`config.mk`:
```
export PLATFORM = sky130hd
export DESIGN_NAME = pulse_acc
export DESIGN_NICKNAME = d
export VERILOG_FILES = /design/src/rtl/pacc_pkg.sv /design/src/rtl/pacc_sync.sv /design/src/rtl/pacc_prescale.sv /design/src/rtl/pacc_core.sv /design/src/rtl/pulse_acc.sv
export SDC_FILE = /design/constraint.sdc
export NUM_CORES = 1
export LEC_CHECK = 0
export CAP_MARGIN = 20
export CORE_ASPECT_RATIO = 1.2
export CORE_MARGIN = 1.5
export CORE_UTILIZATION = 45
export DETAILED_ROUTE_END_ITERATION = 8
export PLACE_DENSITY = 0.83
export SLEW_MARGIN = 10
export SYNTH_ARGS = -nofsm -noshare
export SYNTH_HDL_FRONTEND = slang
export SYNTH_SLANG_ARGS = --single-unit
```
`constraint.sdc`:
```
create_clock -name clk -period 1.8 [get_ports clk]
set_input_delay 0.18 -clock clk [delete_from_list [all_inputs] [get_ports clk]]
set_output_delay 0.18 -clock clk [all_outputs]
set_load 0.1 [all_outputs]
```
`src/rtl/pacc_pkg.sv`:
```
`timescale 1ns/1ps
package pacc_pkg;
   typedef enum logic [1:0] {
      REG_CTRL  = 2'd0,
      REG_COUNT = 2'd1,
      REG_FLAGS = 2'd2,
      REG_NONE  = 2'd3
   } reg_addr_e;

   localparam int CTRL_EN      = 0;
   localparam int CTRL_GATED   = 1;
   localparam int CTRL_POL     = 2;
   localparam int CTRL_OVF_IE  = 4;
   localparam int CTRL_EDGE_IE = 5;

   localparam int FLAG_OVF  = 0;
   localparam int FLAG_EDGE = 1;
endpackage

```
`src/rtl/pacc_sync.sv`:
```
`timescale 1ns/1ps
module pacc_sync #(
   parameter int STAGES = 2
) (
   input  logic clk,
   input  logic rst_n,
   input  logic d,
   output logic q
);
   generate
      if (STAGES == 0) begin : g_bypass
         assign q = d;
      end else if (STAGES >= 2) begin : g_chain
         logic [STAGES-1:0] chain;
         always_ff @(posedge clk or negedge rst_n) begin
            if (!rst_n) chain <= '0;
            else        chain <= {chain[STAGES-2:0], d};
         end
         assign q = chain[STAGES-1];
      end else begin : g_bad_stages
         $error("pacc_sync: STAGES must be 0 or at least 2");
      end
   endgenerate
endmodule

```
`src/rtl/pacc_prescale.sv`:
```
`timescale 1ns/1ps
module pacc_prescale #(
   parameter int DIV = 64
) (
   input  logic clk,
   input  logic rst_n,
   output logic tick
);
   localparam int W = (DIV > 1) ? $clog2(DIV) : 1;

   generate
      if (DIV < 2 || (DIV & (DIV - 1)) != 0) begin : g_bad_div
         $error("pacc_prescale: DIV must be a power of two, at least 2");
      end
   endgenerate

   logic [W-1:0] phase;

   always_ff @(posedge clk or negedge rst_n) begin
      if (!rst_n) phase <= '0;
      else        phase <= phase + W'(1);
   end

   assign tick = (phase == W'(DIV - 1));


   tick_spacing_chk: assert property (@(posedge clk) disable iff (!rst_n)
      tick |=> !tick);
endmodule

```
`src/rtl/pacc_core.sv`:
```
`timescale 1ns/1ps
module pacc_core #(
   parameter int CNT_W = 8
) (
   input  logic             clk,
   input  logic             rst_n,
   input  logic             pin_s,
   input  logic             tick,
   input  logic             en,
   input  logic             gated,
   input  logic             pol,
   input  logic             cnt_wr,
   input  logic [CNT_W-1:0] cnt_wdata,
   input  logic             clr_ovf,
   input  logic             clr_edge,
   output logic [CNT_W-1:0] count,
   output logic             ovf_flag,
   output logic             edge_flag
);
   logic pin_q;
   logic rise, fall, sel_edge, edge_hit, active, inc, at_max, ovf_set;

   always_comb begin
      rise     = pin_s & ~pin_q;
      fall     = ~pin_s & pin_q;
      sel_edge = pol ? rise : fall;
      edge_hit = en & sel_edge;
      active   = pin_s ^ pol;
      inc      = en & (gated ? (tick & active) : sel_edge);
      at_max   = (count == {CNT_W{1'b1}});
      ovf_set  = inc & at_max & ~cnt_wr;
   end

   always_ff @(posedge clk or negedge rst_n) begin
      if (!rst_n) begin
         pin_q     <= 1'b0;
         count     <= '0;
         ovf_flag  <= 1'b0;
         edge_flag <= 1'b0;
      end else begin
         pin_q <= pin_s;
         if (cnt_wr)   count <= cnt_wdata;
         else if (inc) count <= count + CNT_W'(1);
         ovf_flag  <= ovf_set  | (ovf_flag  & ~clr_ovf);
         edge_flag <= edge_hit | (edge_flag & ~clr_edge);
      end
   end


   hold_when_off_chk: assert property (@(posedge clk) disable iff (!rst_n)
      (!en && !cnt_wr) |=> $stable(count));

   edge_off_chk: assert property (@(posedge clk) disable iff (!rst_n)
      (!en && !edge_flag) |=> !edge_flag);

   single_step_chk: assert property (@(posedge clk) disable iff (!rst_n)
      !cnt_wr |=> (count == $past(count) || count == CNT_W'($past(count) + CNT_W'(1))));

   wrap_flag_chk: assert property (@(posedge clk) disable iff (!rst_n)
      (!$past(cnt_wr) && $past(count) == {CNT_W{1'b1}} && count == '0) |-> ovf_flag);

   edge_clear_chk: assert property (@(posedge clk) disable iff (!rst_n)
      (clr_edge && !edge_hit) |=> !edge_flag);

   write_wins_chk: assert property (@(posedge clk) disable iff (!rst_n)
      cnt_wr |=> (count == $past(cnt_wdata)));
endmodule

```
`src/rtl/pulse_acc.sv`:
```
`timescale 1ns/1ps
module pulse_acc #(
   parameter int CNT_W       = 8,
   parameter int DIV         = 64,
   parameter int SYNC_STAGES = 2
) (
   input  logic             clk,
   input  logic             rst_n,
   input  logic             pin_in,
   input  logic             bus_wr,
   input  logic [1:0]       bus_addr,
   input  logic [CNT_W-1:0] bus_wdata,
   output logic [CNT_W-1:0] bus_rdata,
   output logic             irq_ovf,
   output logic             irq_edge
);
   import pacc_pkg::*;

   localparam int DATA_W = CNT_W;

   generate
      if (CNT_W < 6) begin : g_bad_width
         $error("pulse_acc: CNT_W must be at least 6 to hold the control bits");
      end
   endgenerate

   logic             pin_s, tick;
   logic             en_q, gated_q, pol_q, ovf_ie_q, edge_ie_q;
   logic             wr_ctrl, wr_count, wr_flags;
   logic [CNT_W-1:0] count;
   logic             ovf_flag, edge_flag;

   pacc_sync #(.STAGES(SYNC_STAGES)) sync_i (
      .clk(clk), .rst_n(rst_n), .d(pin_in), .q(pin_s));

   pacc_prescale #(.DIV(DIV)) pre_i (
      .clk(clk), .rst_n(rst_n), .tick(tick));

   always_comb begin
      wr_ctrl  = bus_wr && (bus_addr == REG_CTRL);
      wr_count = bus_wr && (bus_addr == REG_COUNT);
      wr_flags = bus_wr && (bus_addr == REG_FLAGS);
   end

   always_ff @(posedge clk or negedge rst_n) begin
      if (!rst_n) begin
         en_q      <= 1'b0;
         gated_q   <= 1'b0;
         pol_q     <= 1'b0;
         ovf_ie_q  <= 1'b0;
         edge_ie_q <= 1'b0;
      end else if (wr_ctrl) begin
         en_q      <= bus_wdata[CTRL_EN];
         gated_q   <= bus_wdata[CTRL_GATED];
         pol_q     <= bus_wdata[CTRL_POL];
         ovf_ie_q  <= bus_wdata[CTRL_OVF_IE];
         edge_ie_q <= bus_wdata[CTRL_EDGE_IE];
      end
   end

   pacc_core #(.CNT_W(CNT_W)) core_i (
      .clk       (clk),
      .rst_n     (rst_n),
      .pin_s     (pin_s),
      .tick      (tick),
      .en        (en_q),
      .gated     (gated_q),
      .pol       (pol_q),
      .cnt_wr    (wr_count),
      .cnt_wdata (bus_wdata),
      .clr_ovf   (wr_flags & bus_wdata[FLAG_OVF]),
      .clr_edge  (wr_flags & bus_wdata[FLAG_EDGE]),
      .count     (count),
      .ovf_flag  (ovf_flag),
      .edge_flag (edge_flag)
   );

   always_comb begin
      case (bus_addr)
         REG_CTRL:  bus_rdata = DATA_W'({edge_ie_q, ovf_ie_q, 1'b0, pol_q, gated_q, en_q});
         REG_COUNT: bus_rdata = count;
         REG_FLAGS: bus_rdata = DATA_W'({edge_flag, ovf_flag});
         default:   bus_rdata = '0;
      endcase
   end

   assign irq_ovf  = ovf_flag  & ovf_ie_q;
   assign irq_edge = edge_flag & edge_ie_q;


   irq_needs_flag_chk: assert property (@(posedge clk) disable iff (!rst_n)
      $rose(irq_ovf) |-> ($rose(ovf_flag) || $rose(ovf_ie_q)));

   reset_quiet_chk: assert property (@(posedge clk)
      !rst_n |=> (!irq_ovf && !irq_edge) || rst_n);
endmodule

```
==> results.txt <==
WL per Instance -> 16.1 um
Largest register FFs -> 8
clock skew -> 0.00314 ns
Adder-Cell Fraction of Synth Area -> 0.0204
synth top area cells -> dfrtp_1 49%, mux2i_1 4.9%, mux2_2 4.6%
Ys Warns -> 0
worst path bufs/invs -> 1
Max VDD drop -> 0.792 mV
endpoints failing setup -> 0
core area -> 2550 um^2
post-DR vias/cell -> 5.57
simple-gate share of the synthesized area -> 0.214
max-slew violation count -> 0
xor and xnor area share after synthesis -> 0.0642
initial DRC count -> 29
relative slew slack -> 0.777
Regs by FF count -> core_i.count: 8 flops, pre_i.phase: 6 flops, sync_i.g_chain.chain: 2 flops
nets@finish -> 176
Final Critical Period -> 1.76 ns
#FFs+latches synth -> 24
Hold Vio Cnt, Final -> 0
dominant synthesized flop cell -> dfrtp_1
fill count -> 192
status -> completed
Tot GR Track Use -> 0.218
P_leak -> 0.792 nW
Pre-antenna DRT Iters -> 4
critical path type -> register to register
worst hold path type -> primary input to asynchronous set/reset pin
Final WS setup -> 0.0391 ns
worst skew pair latency -> 0.32 ns
Worst Path Arrival -> 2.01 ns
share of cells above drive strength 1 -> 0.321
Post-synth EDFFs -> 0
CTS Buffer Depth -> 2
pwr/cell area -> 1100 nW/um^2
Critical Path RT -> 2.05 ns
hpwl dp -> 2310 um
syn nets -> 132
initial antenna violation count -> 0
worst slew pin tran -> 0.333 ns
Seq/Total Area, Yosys -> 0.489
reg2reg start -> sync_i.g_chain.chain[1]$_DFF_PN0_
initial core utilization -> 0.481
die area -> 3050 um^2
DRC Markers -> 0
cts bufs inserted -> 3
synth cell count leaders -> 24 x dfrtp_1, 11 x nor2_1, 7 x nand2_1
Netlist Area Pre-Place -> 1230 um^2
cell family with most CP delay -> simple AND/OR/NAND/NOR gates
final RePlAce weighted congestion -> 0.887
clk sinks -> 24
CTS H-tree depth -> 1
antenna-violating nets left -> 0
average size of a mapped cell -> 10.6 um^2
clock root buffer master -> clkbuf_4
ys async rst share -> 1.00
Largest Register -> core_i.count
vias -> 1070
final WL -> 3090 um
area grow syn2layout -> 49.6%
critical path's largest stage delay -> 0.42 ns
f_max -> 568 MHz
Min Hold Slack -> 0.219 ns
R2R cell count -> 6
Yosys top cell by area -> dfrtp_1
worst-path cell chain -> or3b_4 > a21oi_4 > nor2_4 > buf_6 > or3_1 > a31oi_1
TritonCTS clock tree -> yes
row count -> 20
Compound-Gate Fraction of Synth Area -> 0.103
Crit Reg-Reg Endpoint -> core_i.count[4]$_DFFE_PN0P_
total grt overflow -> 0
number of global-route vias before repair -> 1065
crit start category -> register
chip width -> 50.7 um
I/O pin total -> 24
Synth cell types -> 33
worst setup path endpoint -> core_i.count[4]$_DFFE_PN0P_
Cells after Synth -> 116
# port buffers -> 23
mux contribution to synthesized area -> 0.0947
total power draw -> 2.02 mW
antenna diode count -> 0
cell count along the critical path -> 6
main combinational cell family by area after synthesis -> simple AND/OR/NAND/NOR gates
largest net degree at the start of global routing -> 25
die height -> 60.2 um
reg2reg setup slack -> 0.04 ns
CP max stage cell -> or3b_4
number of max-cap violations -> 0
first-pass GRT wire length -> 4860 um
dominant cell by count in the synthesized netlist -> dfrtp_1
worst-path maximum fanout -> 6
Worst setup startpoint -> sync_i.g_chain.chain[1]$_DFF_PN0_
Util after Layout -> 0.720
final worst path period share -> 0.978
crit end category -> register
worst slack at placement -> -0.0831 ns
top cell type's share of synthesized area -> 0.489
Worst-path clk slew -> 0.13 ns
[routing by layer]
metal	vias to the layer above	share of wire	wire, um	GRT usage
li1	499	-	-	-
met1	522	0.37	1150	0.235
met2	40	0.56	1730	0.419
met3	9	0.048	148	0.0275
met4	0	0.021	65	0.100
met5	-	0	0	0
[worst min-delay path by stage]
stage               depth (start not counted)  slack [ns]                                 to                              start
floorplan                                   0       -0.12        core_i.count[0]$_DFFE_PN0P_                              rst_n
global placement                            0        0.33  sync_i.g_chain.chain[1]$_DFF_PN0_  sync_i.g_chain.chain[0]$_DFF_PN0_
CTS                                         2        0.22               ovf_ie_q$_DFFE_PN0P_                              rst_n
detailed placement                          0        0.35  sync_i.g_chain.chain[1]$_DFF_PN0_  sync_i.g_chain.chain[0]$_DFF_PN0_
global route                                2        0.21        core_i.count[7]$_DFFE_PN0P_                              rst_n
finish                                      2        0.22        core_i.count[5]$_DFFE_PN0P_                              rst_n
[cell usage in the layout (no fill, tap or decap), types with 2 or more instances in the layout]
master            n
nand3_1           4
clkdlybuf4s50_1  13
nor2b_1           2
nor2_2            3
and2_1            5
nand4_1           2
nand2_1           7
a31oi_1           3
and3_1            2
dfrtp_1          24
a21oi_1           5
clkbuf_4          3
o31ai_1           2
o2111ai_1         2
o21ai_2           2
xor2_1            6
xnor2_1           3
o21ai_0           3
mux2_2            5
nand4b_1          2
mux2i_1           6
buf_4            19
nor2_1            8
buf_12           10
[worst register-to-register path, stage by stage (launching register included)]
cell and delay (ns):
dfrtp_1 0.40, or3b_4 0.42, a21oi_4 0.17, nor2_4 0.07
buf_6 0.13, or3_1 0.34, a31oi_1 0.16
[repair_timing]
action | in CTS | in global routing
endpoints found under the setup margin | 3 | 3
resized for setup | 3 | 3
pin swaps | 7 | 6
hold buffers | 0 | 0
buffers inserted | 0 | 5
gates cloned | 0 | 0
[cells by family (layout without fill, tap and decap cells)]
logic type,count (synthesis),after routing
compound gates,19,19
xor+xnor,9,9
fa+ha+maj,2,2
buf+inv,5,48
flops,24,24
mux,11,11
simple gates,46,46
[cell type report]
| cell class | instances | area (um^2) | area share |
|---|---|---|---|
| clock buffer | 3 | 22.5 | 0.0123 |
| clock inverter | 1 | 30.0 | 0.0163 |
| inverter | 1 | 3.75 | 0.00204 |
| multi-input combinational | 87 | 656 | 0.357 |
| sequential | 24 | 601 | 0.327 |
| tap | 33 | 41.3 | 0.0225 |
| timing repair buffer | 43 | 484 | 0.263 |
[power by group]
| part | internal (mW) | total (mW) | switching [mW] |
|---|---|---|---|
| logic | 0.354 | 0.862 | 0.508 |
| registers | 0.635 | 0.768 | 0.133 |
| clock network | 0.225 | 0.389 | 0.164 |
[stage by stage]
stage | instances | TNS, ns | instance area (um^2)
6_report | 192 | 0 | 1840
3_3_place_gp | 183 | 0 | 1710
3_5_place_dp | 183 | -0.129 | 1710
2_1_floorplan | 116 | 0 | 1240
4_1_cts | 187 | 0 | 1780
5_1_grt | 192 | -0.0600 | 1840
Power figures use the tool's default switching activity.
